===== src/rtl/rec_pkg.sv =====
package rec_pkg;

  // action strobe bit positions
  localparam int ACT_RST = 0;
  localparam int ACT_FLS = 1;
  localparam int ACT_RBK = 2;
  localparam int ACT_INT = 3;

  localparam logic [1:0] LOC_MODULE   = 2'b00;
  localparam logic [1:0] LOC_PIPELINE = 2'b01;

  typedef enum logic { ENG_IDLE, ENG_BUSY } eng_state_e;

  // First set request at or after start, wrapping within n entries.
  function automatic int rr_pick(logic [31:0] req, int n, int start);
    int   res;
    int   idx;
    logic found;
    res   = start;
    found = 1'b0;
    for (int k = 0; k < 32; k++) begin
      if (k < n) begin
        idx = start + k;
        if (idx >= n) idx = idx - n;
        if (req[idx[4:0]] && !found) begin
          res   = idx;
          found = 1'b1;
        end
      end
    end
    return res;
  endfunction

  // One-hot recovery action; zero means continue without an action.
  function automatic logic [3:0] pick_action(logic post, logic [1:0] loc, logic ckpt);
    logic [3:0] a;
    a = '0;
    if (post) begin
      if (loc == LOC_MODULE)        a[ACT_RST] = 1'b1;
      else if (loc == LOC_PIPELINE) a[ACT_FLS] = 1'b1;
      else if (ckpt)                a[ACT_RBK] = 1'b1;
      else                          a[ACT_INT] = 1'b1;
    end
    return a;
  endfunction

  // Cases that resume execution and so must switch the condition off.
  function automatic logic needs_disable(logic post, logic [1:0] loc, logic ckpt);
    return !post || (loc[1] && ckpt);
  endfunction

endpackage


===== src/rtl/rec_hub.sv =====
module rec_hub #(
  parameter int N  = 2,
  parameter int PW = 7
) (
  input  logic          clk,
  input  logic          rst_n,
  input  logic [N-1:0]  req,
  input  logic [N*PW-1:0] pay,
  output logic          up_req,
  output logic [PW-1:0] up_pay,
  input  logic          up_ack,
  output logic [N-1:0]  dn_ack
);
  localparam int IW = (N > 1) ? $clog2(N) : 1;

  logic          locked_q;
  logic [IW-1:0] gnt_q;
  logic [IW-1:0] ptr_q;
  logic [IW-1:0] pick;
  logic          grant_evt;
  logic          release_evt;

  assign pick        = IW'(rec_pkg::rr_pick(32'(req), N, int'(ptr_q)));
  assign grant_evt   = !locked_q && (|req);
  assign release_evt = locked_q && up_ack;

  always_ff @(posedge clk) begin
    if (!rst_n) begin
      locked_q <= 1'b0;
      gnt_q    <= '0;
      ptr_q    <= '0;
    end else if (grant_evt) begin
      locked_q <= 1'b1;
      gnt_q    <= pick;
    end else if (release_evt) begin
      locked_q <= 1'b0;
      ptr_q    <= (gnt_q == IW'(N - 1)) ? '0 : gnt_q + 1'b1;
    end
  end

  assign up_req = locked_q && req[gnt_q];
  assign up_pay = pay[gnt_q*PW +: PW];

  always_comb begin
    dn_ack = '0;
    if (release_evt) dn_ack[gnt_q] = 1'b1;
  end
endmodule


===== src/rtl/rec_engine.sv =====
module rec_engine #(
  parameter int ID_W = 4,
  localparam int PW  = ID_W + 3
) (
  input  logic            clk,
  input  logic            rst_n,
  input  logic            g_req,
  input  logic [PW-1:0]   g_pay,
  output logic            g_ack,
  input  logic            ckpt_ok,
  output logic [3:0]      act,
  input  logic            act_ack,
  output logic            dis_valid,
  output logic [ID_W-1:0] dis_id
);
  import rec_pkg::*;

  eng_state_e      state_q;
  logic [3:0]      act_q;
  logic            dis_q;
  logic [ID_W-1:0] dis_id_q;
  logic            accept_evt;
  logic            done_evt;
  logic [3:0]      act_next;
  logic            dis_next;

  wire [1:0]      p_loc  = g_pay[1:0];
  wire            p_post = g_pay[2];
  wire [ID_W-1:0] p_id   = g_pay[PW-1:3];

  assign g_ack      = (state_q == ENG_IDLE) && g_req;
  assign accept_evt = g_ack;
  assign done_evt   = (state_q == ENG_BUSY) && act_ack;
  assign act_next   = pick_action(p_post, p_loc, ckpt_ok);
  assign dis_next   = needs_disable(p_post, p_loc, ckpt_ok);

  always_ff @(posedge clk) begin
    if (!rst_n) begin
      state_q  <= ENG_IDLE;
      act_q    <= '0;
      dis_q    <= 1'b0;
      dis_id_q <= '0;
    end else begin
      dis_q <= 1'b0;
      if (accept_evt) begin
        act_q    <= act_next;
        dis_q    <= dis_next;
        dis_id_q <= p_id;
        state_q  <= (act_next != '0) ? ENG_BUSY : ENG_IDLE;
      end else if (done_evt) begin
        act_q   <= '0;
        state_q <= ENG_IDLE;
      end
    end
  end

  assign act       = act_q;
  assign dis_valid = dis_q;
  assign dis_id    = dis_id_q;
endmodule


===== src/rtl/rec_dispatch.sv =====
module rec_dispatch #(
  parameter int N_HUBS  = 2,
  parameter int PER_HUB = 2,
  parameter int ID_W    = 4
) (
  input  logic                              clk,
  input  logic                              rst_n,
  input  logic [N_HUBS*PER_HUB-1:0]         det_req,
  input  logic [N_HUBS*PER_HUB*ID_W-1:0]    det_id,
  input  logic [N_HUBS*PER_HUB-1:0]         det_post,
  input  logic [2*N_HUBS*PER_HUB-1:0]       det_loc,
  output logic [N_HUBS*PER_HUB-1:0]         det_ack,
  input  logic                              ckpt_ok,
  output logic                              act_reset,
  output logic                              act_flush,
  output logic                              act_rollback,
  output logic                              act_intr,
  input  logic                              act_ack,
  output logic                              dis_valid,
  output logic [ID_W-1:0]                   dis_id
);
  import rec_pkg::*;

  localparam int N_DET = N_HUBS * PER_HUB;
  localparam int PW    = ID_W + 3;

  logic [N_DET*PW-1:0]  det_pay;
  logic [N_HUBS-1:0]    hub_req;
  logic [N_HUBS*PW-1:0] hub_pay;
  logic [N_HUBS-1:0]    hub_ack;
  logic                 top_req;
  logic [PW-1:0]        top_pay;
  logic                 top_ack;
  logic [3:0]           act;

  for (genvar d = 0; d < N_DET; d++) begin : g_pay
    assign det_pay[d*PW +: PW] = {det_id[d*ID_W +: ID_W], det_post[d], det_loc[2*d +: 2]};
  end

  for (genvar h = 0; h < N_HUBS; h++) begin : g_hub
    rec_hub #(.N(PER_HUB), .PW(PW)) u_hub (
      .clk    (clk),
      .rst_n  (rst_n),
      .req    (det_req[h*PER_HUB +: PER_HUB]),
      .pay    (det_pay[h*PER_HUB*PW +: PER_HUB*PW]),
      .up_req (hub_req[h]),
      .up_pay (hub_pay[h*PW +: PW]),
      .up_ack (hub_ack[h]),
      .dn_ack (det_ack[h*PER_HUB +: PER_HUB])
    );
  end

  rec_hub #(.N(N_HUBS), .PW(PW)) u_global_arb (
    .clk    (clk),
    .rst_n  (rst_n),
    .req    (hub_req),
    .pay    (hub_pay),
    .up_req (top_req),
    .up_pay (top_pay),
    .up_ack (top_ack),
    .dn_ack (hub_ack)
  );

  rec_engine #(.ID_W(ID_W)) u_engine (
    .clk       (clk),
    .rst_n     (rst_n),
    .g_req     (top_req),
    .g_pay     (top_pay),
    .g_ack     (top_ack),
    .ckpt_ok   (ckpt_ok),
    .act       (act),
    .act_ack   (act_ack),
    .dis_valid (dis_valid),
    .dis_id    (dis_id)
  );

  assign act_reset    = act[ACT_RST];
  assign act_flush    = act[ACT_FLS];
  assign act_rollback = act[ACT_RBK];
  assign act_intr     = act[ACT_INT];
endmodule


===== config.mk =====
export PLATFORM = sky130hd
export DESIGN_NAME = rec_dispatch
export DESIGN_NICKNAME = d
export VERILOG_FILES = /design/src/rtl/rec_pkg.sv /design/src/rtl/rec_hub.sv /design/src/rtl/rec_engine.sv /design/src/rtl/rec_dispatch.sv
export SDC_FILE = /design/constraint.sdc
export NUM_CORES = 1
export LEC_CHECK = 0
export BUFFER_PORTS_ARGS = -buffer_cell sky130_fd_sc_hd__buf_2
export CORE_MARGIN = 2
export CORE_UTILIZATION = 46
export CTS_CLUSTER_DIAMETER = 80
export DETAILED_ROUTE_END_ITERATION = 12
export GPL_TIMING_DRIVEN = 1
export PLACE_DENSITY_LB_ADDON = 0.08
export SYNTH_ARGS = -nofsm -noshare
export SYNTH_HDL_FRONTEND = slang
export SYNTH_SLANG_ARGS = --single-unit

===== constraint.sdc =====
create_clock -name clk -period 1.9 [get_ports clk]
set_clock_uncertainty 0.05 [all_clocks]
set_input_delay 0.285 -clock clk [delete_from_list [all_inputs] [get_ports clk]]
set_output_delay 0.285 -clock clk [all_outputs]
set_load 0.05 [all_outputs]

==> results_dict.tcl <==
set metrics [dict create \
    maxSlewViolCount 0 \
    die_y_um 53.4 \
    slowest_stage "dfxtp_2" \
    synth_mux_area_frac 0.215 \
    combPwrFrac 0.267 \
    fin_crit_sh 0.953 \
    fill_cells 212 \
    clock_sinks 19 \
    setup_viol 0 \
    cap_violations 0 \
    floorplan.die_area_mm2 0.00285 \
    synth-seq-cells 19 \
    status "complete, no violations" \
    hold_start "det_req[3]" \
    ir_drop_mv 0.352 \
    syn_to_final_growth_pct 36.1 \
    clkPwrFrac 0.234 \
    p_int_mw 0.608 \
    gp_congestion 0.867 \
    syn_area_mm2 0.00112 \
    synth_top_family_by_area "multiplexers" \
    path_cells "inv_1, nor4_4, nor2b_4, buf_6" \
    worstMarginPinSlew_ps 507 \
    finalHoldViolCount 0 \
    grt_usage 0.220 \
    swShare 0.305 \
    switchingPower_mw 0.267 \
    antennaDiodeCount 0 \
    synth_area_per_cell_um2 8.98 \
    h-tree-depth 1 \
    drive_gt1_frac 0.445 \
    reg2reg_from "g_hub[0].u_hub.gnt_q" \
    met2_usage 0.397 \
    post-dp-hpwl_mm 2.24 \
    async_flop_share 0 \
    power_leakage_nw 0.688 \
    synth_compound_area_frac 0.210 \
    grt_pass1_vias 1083 \
    grt_pass1_wl_mm 4.60 \
    worstPathMaxFanout 4 \
    stdcell_area_mm2 0.00153 \
    critPathLaunchType "register" \
    route.detailed.drc 0 \
    ys.warnings.count 0 \
    synthAdderAreaFrac 0 \
    synth_edf_count 0 \
    met1_usage 0.265 \
    min_period_ps 1810 \
    arrival_ps 1480 \
    fp.coreArea_mm2 0.00225 \
    first_pass_iters 4 \
    clockRootBuffer "clkbuf_4" \
    antenna_found_initial 0 \
    grt-ovfl-total 0 \
    r2r_slack_ps 150 \
    max_stage_delay_ps 370 \
    grt_busiest_layer "met2" \
    clk_pin_slew_ps 110 \
    min_to "g_hub[1].u_hub.locked_q" \
    synth_simple_gate_area_frac 0.174 \
    wire_per_inst_um 13.9 \
    rr_worst_depth 5 \
    vias_per_cell 5.51 \
    num_rows 17 \
    max_slew_margin 0.658 \
    final_nets 219 \
    p_per_area_mw_per_mm2 572 \
    start_util 0.498 \
    drtAntennaViolNets 0 \
    syn_inst 125 \
    synth_ff_type "dfxtp_1" \
    grt_start_max_net_pins 12 \
    hold_path_class "in -> reg" \
    num_vias 1157 \
    port-buffer-count 48 \
    fmax_mhz 552 \
    drt-total-wl_mm 2.91 \
    min_delay_path_depth 2 \
    place_area_mm2 0.00142 \
    hold_buffers 0 \
    seq_power_share 0.499 \
    die_x_um 53.4 \
    drtIter0Drc 28 \
    clk_latency_ps 290 \
    required_ps 1560 \
    yosysUniqueCellTypes 33 \
    io_pins 49 \
    synth_xor_area_frac 0 \
    cts_tree "built" \
    power.total_mw 0.874 \
    timing.rr.end "u_engine.act[1]" \
    grtUsageMet3 0.0339 \
    endpoint_kind "output port" \
    cts_buffer_depth 2 \
    synth_seq_area_share 0.339 \
    worstSetupPathType "reg -> out" \
    synth.net_count 161 \
    cts_buffers 3 \
]
synth_stat cells (2+ instances only):
cell type	n	share of area
o21ai_0	6	0.027
nand4_1	2	0.011
mux2_2	9	0.090
a32o_1	2	0.018
dfxtp_1	19	0.34
o211ai_1	2	0.013
o221ai_1	4	0.031
a21oi_1	6	0.027
nand2_1	7	0.023
nor2b_1	4	0.022
nand3_1	4	0.018
nor2_1	9	0.030
mux2i_1	14	0.12
buf_2	2	0.0089
a22o_1	2	0.016
nor3_1	2	0.0089
nand2b_1	3	0.017
clkbuf_1	3	0.010
inv_1	10	0.033
o21a_1	2	0.013
what timing repair did:
action                     4_1_cts  5_1_grt
buffers inserted                 2        2
gates resized for setup          6       12
pin swaps                        1        4
setup endpoints to repair        2        4
per-stage QoR:
stage	TNS, ps	setup WS, ps	std cells	hold WS (ps)	utilization
floorplan	0	16.0	125	380	-
global placement	0	209	202	397	0.632
detailed placement	0	132	202	409	0.632
CTS	0	25.9	208	203	0.660
global route	-1.14	-1.14	210	212	0.678
finish	0	89.0	210	209	0.678
layout make-up:
| class | instances | area [µm²] | area share |
|---|---|---|---|
| multi-input combinational | 89 | 693 | 0.454 |
| tap | 28 | 35.0 | 0.0229 |
| timing repair buffer | 59 | 344 | 0.225 |
| sequential | 19 | 388 | 0.254 |
| clock buffer | 4 | 26.3 | 0.0172 |
| inverter | 11 | 41.3 | 0.0270 |
power groups by stage:
stage          clock network (mW)  logic [mW]  registers [mW]
2_1_floorplan                   0       0.130           0.452
3_3_place_gp                    0       0.213           0.440
4_1_cts                     0.211       0.226           0.435
3_5_place_dp                    0       0.218           0.442
6_report                    0.205       0.234           0.436
5_1_grt                     0.234       0.255           0.438
worst max-delay path, delay by kind of cell (launching register included):
family | cells | cell delay (ps)
and+or+nand+nor | 2 | 570
buffers and inverters | 2 | 250
DFF | 1 | 370
layout by cell type, fill, tap and decap left out, types with 3 or more instances in the layout:
cell | netlist | final
buf_4 | 1 | 12
mux2i_1 | 14 | 14
a21oi_1 | 6 | 6
o21ai_0 | 6 | 6
buf_2 | 2 | 44
nor2_1 | 9 | 8
buf_6 | 0 | 3
nand3_1 | 4 | 4
clkbuf_4 | 0 | 3
dfxtp_1 | 19 | 15
nor2b_1 | 4 | 3
inv_1 | 10 | 10
o221ai_1 | 4 | 4
dfxtp_2 | 0 | 3
nand2_1 | 7 | 7
mux2_2 | 9 | 8
worst max-delay path by stage:
stage / from / to / slack (ps) / cells after the start
6_report: g_hub[0].u_hub.locked_q / det_ack[0] / 90 / 4
5_1_grt: u_engine.state_q / det_ack[0] / -1 / 4
4_1_cts: u_engine.state_q / det_ack[0] / 30 / 4
3_5_place_dp: g_hub[0].u_hub.locked_q / u_engine.act[2] / 130 / 5
3_3_place_gp: g_hub[0].u_hub.gnt_q / u_engine.act[1] / 210 / 5
2_1_floorplan: u_engine.state_q / det_ack[0] / 20 / 4
state kept, by name, summed over array words and instances (netlist names):
signal                 flops
u_engine.dis_id            4
u_engine.state_q           1
g_hub.u_hub.ptr_q          2
u_global_arb.ptr_q         1
u_engine.act               4
u_global_arb.locked_q      1
g_hub.u_hub.gnt_q          2
g_hub.u_hub.locked_q       2
u_engine.dis_valid         1
u_global_arb.gnt_q         1
cells by family (layout without fill, tap and decap cells):
logic type             count (synthesis)  after routing
AO/OA/AOI/OAI                         31             31
buffers and inverters                 17             74
flip-flops                            19             19
multiplexers                          23             23
AND/OR/NAND/NOR                       35             35
per-layer routing:
layer,routed length [µm],vias to the layer above,part of all wire
met5,0,-,0
li1,-,571,-
met4,45,0,0.015
met3,158,6,0.054
met1,1230,537,0.42
met2,1470,43,0.51
Note: power is estimated with default switching activity, not from simulation.
